$ cat config.mk
export PLATFORM = sky130hd
export DESIGN_NAME = card_supply_ctrl
export DESIGN_NICKNAME = d
export VERILOG_FILES = /design/src/rtl/csc_pkg.sv /design/src/rtl/csc_datapath.sv /design/src/rtl/csc_ctrl.sv /design/src/rtl/card_supply_ctrl.sv
export SDC_FILE = /design/constraint.sdc
export NUM_CORES = 1
export LEC_CHECK = 0
export ABC_AREA = 1
export CAP_MARGIN = 20
export CORE_ASPECT_RATIO = 0.75
export CORE_MARGIN = 1.5
export CORE_UTILIZATION = 35
export DETAILED_ROUTE_END_ITERATION = 10
export DONT_BUFFER_PORTS = 1
export PLACE_DENSITY = 0.63
export SLEW_MARGIN = 10
export SYNTH_ARGS = -nofsm -noshare
export SYNTH_HDL_FRONTEND = slang
export SYNTH_SLANG_ARGS = --single-unit
export TNS_END_PERCENT = 50
$ cat constraint.sdc
create_clock -name clk -period 1.1 [get_ports clk]
set_input_delay 0.275 -clock clk [delete_from_list [all_inputs] [get_ports clk]]
set_output_delay 0.275 -clock clk [all_outputs]
set_load 0.005 [all_outputs]
$ cat src/rtl/csc_pkg.sv
package csc_pkg;

  typedef enum logic [1:0] {
    ST_OFF   = 2'd0,
    ST_ON    = 2'd1,
    ST_DRAIN = 2'd2
  } supState_e;

  // strobes from control to datapath
  typedef struct packed {
    logic clrEnable;   // hardware clears the enable bit
    logic blockWrite;  // enable writes are ignored
    logic loadDrain;   // start the discharge timer
    logic setSticky;   // record an overcurrent event
    logic trackCfg;    // outputs follow the written level/mode
  } ctrlStrobe_t;

endpackage

$ cat src/rtl/csc_datapath.sv
module csc_datapath
  import csc_pkg::*;
#(
  parameter int DEB_LEN     = 4,
  parameter int DIS_LEN     = 8,
  parameter int PRESC_W     = 4,
  parameter int LEVEL_W     = 2,
  parameter int SYNC_STAGES = 2
) (
  input  logic               clk,
  input  logic               rstN,
  input  logic               cardRaw,
  input  logic               overCurr,
  input  logic               cfgWr,
  input  logic               cfgEn,
  input  logic [LEVEL_W-1:0] cfgLevel,
  input  logic               cfgMode,
  input  logic [PRESC_W-1:0] cfgPresc,
  input  ctrlStrobe_t        stb,
  output logic               presOk,
  output logic               ovcSeen,
  output logic               enBit,
  output logic               drainDone,
  output logic               ovcFlag,
  output logic [LEVEL_W-1:0] convLevel,
  output logic               convMode,
  output logic               convClk
);

  localparam int DCNT_W = $clog2(DEB_LEN + 1);
  localparam int DRN_W  = $clog2(DIS_LEN + 1);
  localparam logic [DCNT_W-1:0] DEB_LAST   = DCNT_W'(DEB_LEN - 1);
  localparam logic [DRN_W-1:0]  DRAIN_LAST = DRN_W'(DIS_LEN - 1);

  logic [SYNC_STAGES-1:0] syncChain;
  logic                   syncOut;
  logic [DCNT_W-1:0]      debCnt;
  logic [DRN_W-1:0]       drainCnt;
  logic [PRESC_W-1:0]     prescReg;
  logic [PRESC_W-1:0]     divCnt;
  logic [LEVEL_W-1:0]     levelReg;
  logic                   modeReg;

  assign syncOut   = syncChain[SYNC_STAGES-1];
  assign drainDone = (drainCnt == '0);

  // presence synchronizer and debounce
  always_ff @(posedge clk or negedge rstN) begin
    if (!rstN) begin
      syncChain <= '0;
      debCnt    <= '0;
      presOk    <= 1'b0;
    end else begin
      syncChain <= {syncChain[SYNC_STAGES-2:0], cardRaw};
      if (syncOut == presOk) begin
        debCnt <= '0;
      end else if (debCnt == DEB_LAST) begin
        presOk <= syncOut;
        debCnt <= '0;
      end else begin
        debCnt <= debCnt + 1'b1;
      end
    end
  end

  // control word and status
  always_ff @(posedge clk or negedge rstN) begin
    if (!rstN) begin
      ovcSeen  <= 1'b0;
      enBit    <= 1'b0;
      ovcFlag  <= 1'b0;
      prescReg <= '0;
      levelReg <= '0;
      modeReg  <= 1'b0;
    end else begin
      ovcSeen <= overCurr;
      if (stb.clrEnable) begin
        enBit <= 1'b0;
      end else if (cfgWr && !stb.blockWrite) begin
        enBit <= cfgEn;
      end
      if (stb.setSticky) begin
        ovcFlag <= 1'b1;
      end else if (cfgWr && cfgEn) begin
        ovcFlag <= 1'b0;
      end
      if (cfgWr) begin
        prescReg <= cfgPresc;
        levelReg <= cfgLevel;
        modeReg  <= cfgMode;
      end
    end
  end

  // level/mode outputs, frozen while the converter is active
  always_ff @(posedge clk or negedge rstN) begin
    if (!rstN) begin
      convLevel <= '0;
      convMode  <= 1'b0;
    end else if (stb.trackCfg) begin
      convLevel <= levelReg;
      convMode  <= modeReg;
    end
  end

  // discharge timer
  always_ff @(posedge clk or negedge rstN) begin
    if (!rstN) begin
      drainCnt <= '0;
    end else if (stb.loadDrain) begin
      drainCnt <= DRAIN_LAST;
    end else if (drainCnt != '0) begin
      drainCnt <= drainCnt - 1'b1;
    end
  end

  // converter clock divider: half period of prescReg+1 clocks
  always_ff @(posedge clk or negedge rstN) begin
    if (!rstN) begin
      divCnt  <= '0;
      convClk <= 1'b0;
    end else if (divCnt >= prescReg) begin
      divCnt  <= '0;
      convClk <= ~convClk;
    end else begin
      divCnt <= divCnt + 1'b1;
    end
  end

endmodule

$ cat src/rtl/csc_ctrl.sv
module csc_ctrl
  import csc_pkg::*;
(
  input  logic        clk,
  input  logic        rstN,
  input  logic        presOk,
  input  logic        ovcSeen,
  input  logic        enBit,
  input  logic        drainDone,
  input  logic        pwrDownReq,
  output ctrlStrobe_t stb,
  output logic        convEn,
  output logic        shutBusy,
  output logic        pwrDownErr
);

  supState_e state, stateNext;
  logic      autoTrip;

  assign autoTrip = !presOk || ovcSeen;
  assign convEn   = (state == ST_ON);
  assign shutBusy = (state == ST_DRAIN);

  always_comb begin
    stateNext      = state;
    stb            = '0;
    stb.trackCfg   = (state == ST_OFF);
    stb.blockWrite = (state == ST_DRAIN);
    unique case (state)
      ST_OFF: begin
        if (enBit && presOk) stateNext = ST_ON;
      end
      ST_ON: begin
        if (autoTrip || !enBit) begin
          stateNext     = ST_DRAIN;
          stb.loadDrain = 1'b1;
          stb.clrEnable = autoTrip;
        end
        stb.setSticky = ovcSeen;
      end
      ST_DRAIN: begin
        if (drainDone) stateNext = ST_OFF;
      end
      default: stateNext = ST_OFF;
    endcase
  end

  always_ff @(posedge clk or negedge rstN) begin
    if (!rstN) begin
      state      <= ST_OFF;
      pwrDownErr <= 1'b0;
    end else begin
      state      <= stateNext;
      pwrDownErr <= pwrDownReq && (state != ST_OFF);
    end
  end

endmodule

$ cat src/rtl/card_supply_ctrl.sv
module card_supply_ctrl
  import csc_pkg::*;
#(
  parameter int DEB_LEN = 4,
  parameter int DIS_LEN = 8,
  parameter int PRESC_W = 4,
  parameter int LEVEL_W = 2
) (
  input  logic               clk,
  input  logic               rstN,
  input  logic               cardRaw,
  input  logic               overCurr,
  input  logic               pwrDownReq,
  input  logic               cfgWr,
  input  logic               cfgEn,
  input  logic [LEVEL_W-1:0] cfgLevel,
  input  logic               cfgMode,
  input  logic [PRESC_W-1:0] cfgPresc,
  output logic               convEn,
  output logic [LEVEL_W-1:0] convLevel,
  output logic               convMode,
  output logic               convClk,
  output logic               shutBusy,
  output logic               rdEnable,
  output logic               ovcFlag,
  output logic               pwrDownErr
);

  ctrlStrobe_t stb;
  logic        presOk;
  logic        ovcSeen;
  logic        drainDone;

  csc_datapath #(
    .DEB_LEN (DEB_LEN),
    .DIS_LEN (DIS_LEN),
    .PRESC_W (PRESC_W),
    .LEVEL_W (LEVEL_W)
  ) u_dp (
    .clk       (clk),
    .rstN      (rstN),
    .cardRaw   (cardRaw),
    .overCurr  (overCurr),
    .cfgWr     (cfgWr),
    .cfgEn     (cfgEn),
    .cfgLevel  (cfgLevel),
    .cfgMode   (cfgMode),
    .cfgPresc  (cfgPresc),
    .stb       (stb),
    .presOk    (presOk),
    .ovcSeen   (ovcSeen),
    .enBit     (rdEnable),
    .drainDone (drainDone),
    .ovcFlag   (ovcFlag),
    .convLevel (convLevel),
    .convMode  (convMode),
    .convClk   (convClk)
  );

  csc_ctrl u_ctrl (
    .clk        (clk),
    .rstN       (rstN),
    .presOk     (presOk),
    .ovcSeen    (ovcSeen),
    .enBit      (rdEnable),
    .drainDone  (drainDone),
    .pwrDownReq (pwrDownReq),
    .stb        (stb),
    .convEn     (convEn),
    .shutBusy   (shutBusy),
    .pwrDownErr (pwrDownErr)
  );

endmodule

==> run summary <==
Setup ws final - -0.0984 ns
Hold slack - 0.0204 ns
Routed vias/inst - 4.58
Vias in the first global route - 1,029
Largest net degree at the start of global routing - 32
Slew Viols, Final - 0
Clock latency on the worst-skew pair - 0.28 ns
Worst Path Required - 1.27 ns
Clock slew at reported path FFs - 0.06 ns
Max H-tree Level - 2
P&R area growth vs syn - 33.8%
Clk sink count - 31
Static Leak - 0.862 nW
Antenna Nets Post-Route - 0
DRT Wirelength - 2990 µm
Synth warn - 0
CP arrival - 1.37 ns
Maximum capacitance violations - 0
Root buffer cell - clkbuf_8
Clock power share - 0.168
Filler cells - 330
CTS tree - built
Max clock buf depth - 2
Status - finished with violations
Setup crit end kind - flip-flop
Pre-antenna DRT Iters - 4
Max Clk Rate - 834 MHz
Skew final - 0.00920 ns
Total CTS buffers - 5
Gpl congestion - 0.819
Violated checks - setup timing
Grt ovf - 0
Largest area contributor in the netlist - dfrtp_1
Maximum vdd drop - 971 µV
Core area - 3660 µm²
Logic pwr share - 0.458
Type of the worst min-delay path - in -> reg
Post-route setup TNS - -0.733 ns
DRT iter0 DRCs - 29
Die Footprint - 4190 µm²
First-pass GRT wire length - 4570 µm
GRT Util Overall - 0.147
Unrepaired setup endpoints after global routing - yes
Synth top area share - 0.583
Die height - 56.4 µm
Syn nets - 159
N_diodes - 0
Place WS - -0.140 ns
Post-DP HPWL - 1750 µm
Via count - 975
IO buf count - 0
Sw Ratio - 0.387
P_int - 3.09 mW
Final Hold Viols - 0
Startpoint types - flip-flop
Kind of critical path - reg -> reg
Largest fanout on the critical path - 5
Starting density of the core - 0.364
Worst-Margin Slew - 0.313 ns
Fraction of layout cells with a size suffix above 1 - 0.373
Drc violations - 0
Period utilization - 1.09
Sequential Area - 778 µm²
P per Cell Area - 2830 nW/µm²
Multi-input gate area - 624 µm²
Post-synthesis sequential area ratio - 0.583
Nets - 181
Syn Area/Cell - 9.65 µm²
I/O Pins - 23
Final Setup Violations - 12
Pwr Total - 5.04 mW
Synth Cell Area - 1330 µm²
Leading post-synthesis cells by cell area - dfrtp_1, nand2_1, ha_1
Seq cells post-synth - 31
Die W - 74.2 µm
Register share of total power - 0.374
Wire per inst - 14.0 µm
Site row count - 19
Cells after Synth - 138
Final min period - 1.20 ns
Switch Pwr - 1.95 mW
Antenna violations before repair - 0
Rel. slew slack - 0.790
Netlist cell types - 23
final cells by class:
| cell class | count | share of cell area |
|---|---|---|
| Timing Repair Buffer | 16 | 0.0822 |
| Multi-Input combinational cell | 83 | 0.350 |
| Sequential cell | 31 | 0.437 |
| Tap cell | 52 | 0.0365 |
| Inverter | 23 | 0.0485 |
| Clock buffer | 7 | 0.0428 |
| Clock inverter | 1 | 0.00281 |
flip-flops by register name, summed over array words and instances, names as in the netlist, 2 cells and up:
signal,cells
u_dp.divCnt,4
u_dp.drainCnt,4
u_dp.prescReg,4
u_dp.debCnt,3
u_ctrl.state,2
u_dp.convLevel,2
u_dp.levelReg,2
u_dp.syncChain,2
what timing repair did:
item,CTS,global route
buffers inserted,2,5
endpoints found under the setup margin,10,13
hold buffers,2,0
pin swaps,6,12
hold endpoints to repair,31,0
resized for setup,12,29
path summary, 6_finish.rpt:
kind	start	to	slack, ns	depth (start not counted)
worst min-delay path	cardRaw	u_dp.syncChain[0]$_DFF_PN0_	0.02	0
min in group asynchronous	rstN	u_dp.prescReg[2]$_DFFE_PN0P_	0.42	2
worst min register to register	u_dp.syncChain[0]$_DFF_PN0_	u_dp.syncChain[1]$_DFF_PN0_	0.37	0
worst max register to register	u_dp.divCnt[3]$_DFF_PN0_	u_dp.divCnt[3]$_DFF_PN0_	-0.1	6
max in group asynchronous	rstN	u_ctrl.state[1]$_DFFE_PN0P_	0.49	2
worst max-delay path	u_dp.divCnt[3]$_DFF_PN0_	u_dp.divCnt[3]$_DFF_PN0_	-0.1	6
cells in the mapped netlist:
library cell / count
nor3b_1: 1
o211ai_1: 2
nor2_4: 1
nand4_1: 1
mux2_4: 1
o21ai_1: 3
o21ai_0: 5
nor3_1: 1
dfrtp_1: 31
a211oi_1: 1
a22o_1: 1
xor2_1: 2
nand3_1: 5
inv_1: 20
nor2_2: 1
ha_1: 7
buf_2: 1
o21ai_2: 1
nor2_1: 14
xnor2_1: 2
inv_2: 3
nand2_1: 30
a21oi_1: 4
routing by layer:
metal	vias up	GRT usage	routed length [µm]
met3	9	0.0395	103
met1	465	0.181	1310
met2	25	0.228	1460
met4	0	0.0883	108
li1	476	-	-
met5	-	0	0
stage by stage:
| step | cell area, µm² | utilization | cells |
|---|---|---|---|
| after floorplan | 1350 | - | 138 |
| after global placement | 1470 | 0.402 | 197 |
| after detailed placement | 1470 | 0.402 | 197 |
| after CTS | 1630 | 0.446 | 209 |
| after global routing | 1780 | 0.487 | 213 |
| final | 1780 | 0.487 | 213 |
critical path: stages, from the launching register on:
cell	delay, ns
dfrtp_1	0.41
ha_4	0.30
nand2_2	0.05
inv_2	0.08
nand2_2	0.07
nand3_4	0.11
nor2_1	0.05
cell usage in the layout, fill, tap and decap left out, drive strengths merged:
cell type,instances
a211oi,1
a21oi,4
a22o,1
buf,15
clkbuf,7
clkinv,1
dfrtp,31
dlygate4sd3,1
ha,7
inv,23
mux2,1
nand2,30
nand3,5
nand4,1
nor2,16
nor3,1
nor3b,1
o211ai,2
o21ai,9
xnor2,2
xor2,2
logic make-up after synthesis:
family,Yosys count,synth area share
compound gates,17,0.0752
xor+xnor,4,0.0263
fa+ha+maj,7,0.0658
buf+inv,24,0.0686
flops,31,0.583
mux,1,0.0113
simple gates,54,0.170
power groups by stage:
| stage | clock [mW] | combinational (mW) | sequential [mW] |
|---|---|---|---|
| 6_report | 0.847 | 2.31 | 1.88 |
| 5_1_grt | 0.913 | 2.55 | 1.92 |
| 4_1_cts | 0.868 | 1.73 | 1.84 |
| 3_5_place_dp | 0 | 1.49 | 1.85 |
| 3_3_place_gp | 0 | 1.42 | 1.83 |
| 2_1_floorplan | 0 | 1.06 | 1.79 |
Note: power is estimated with default switching activity, not from simulation.
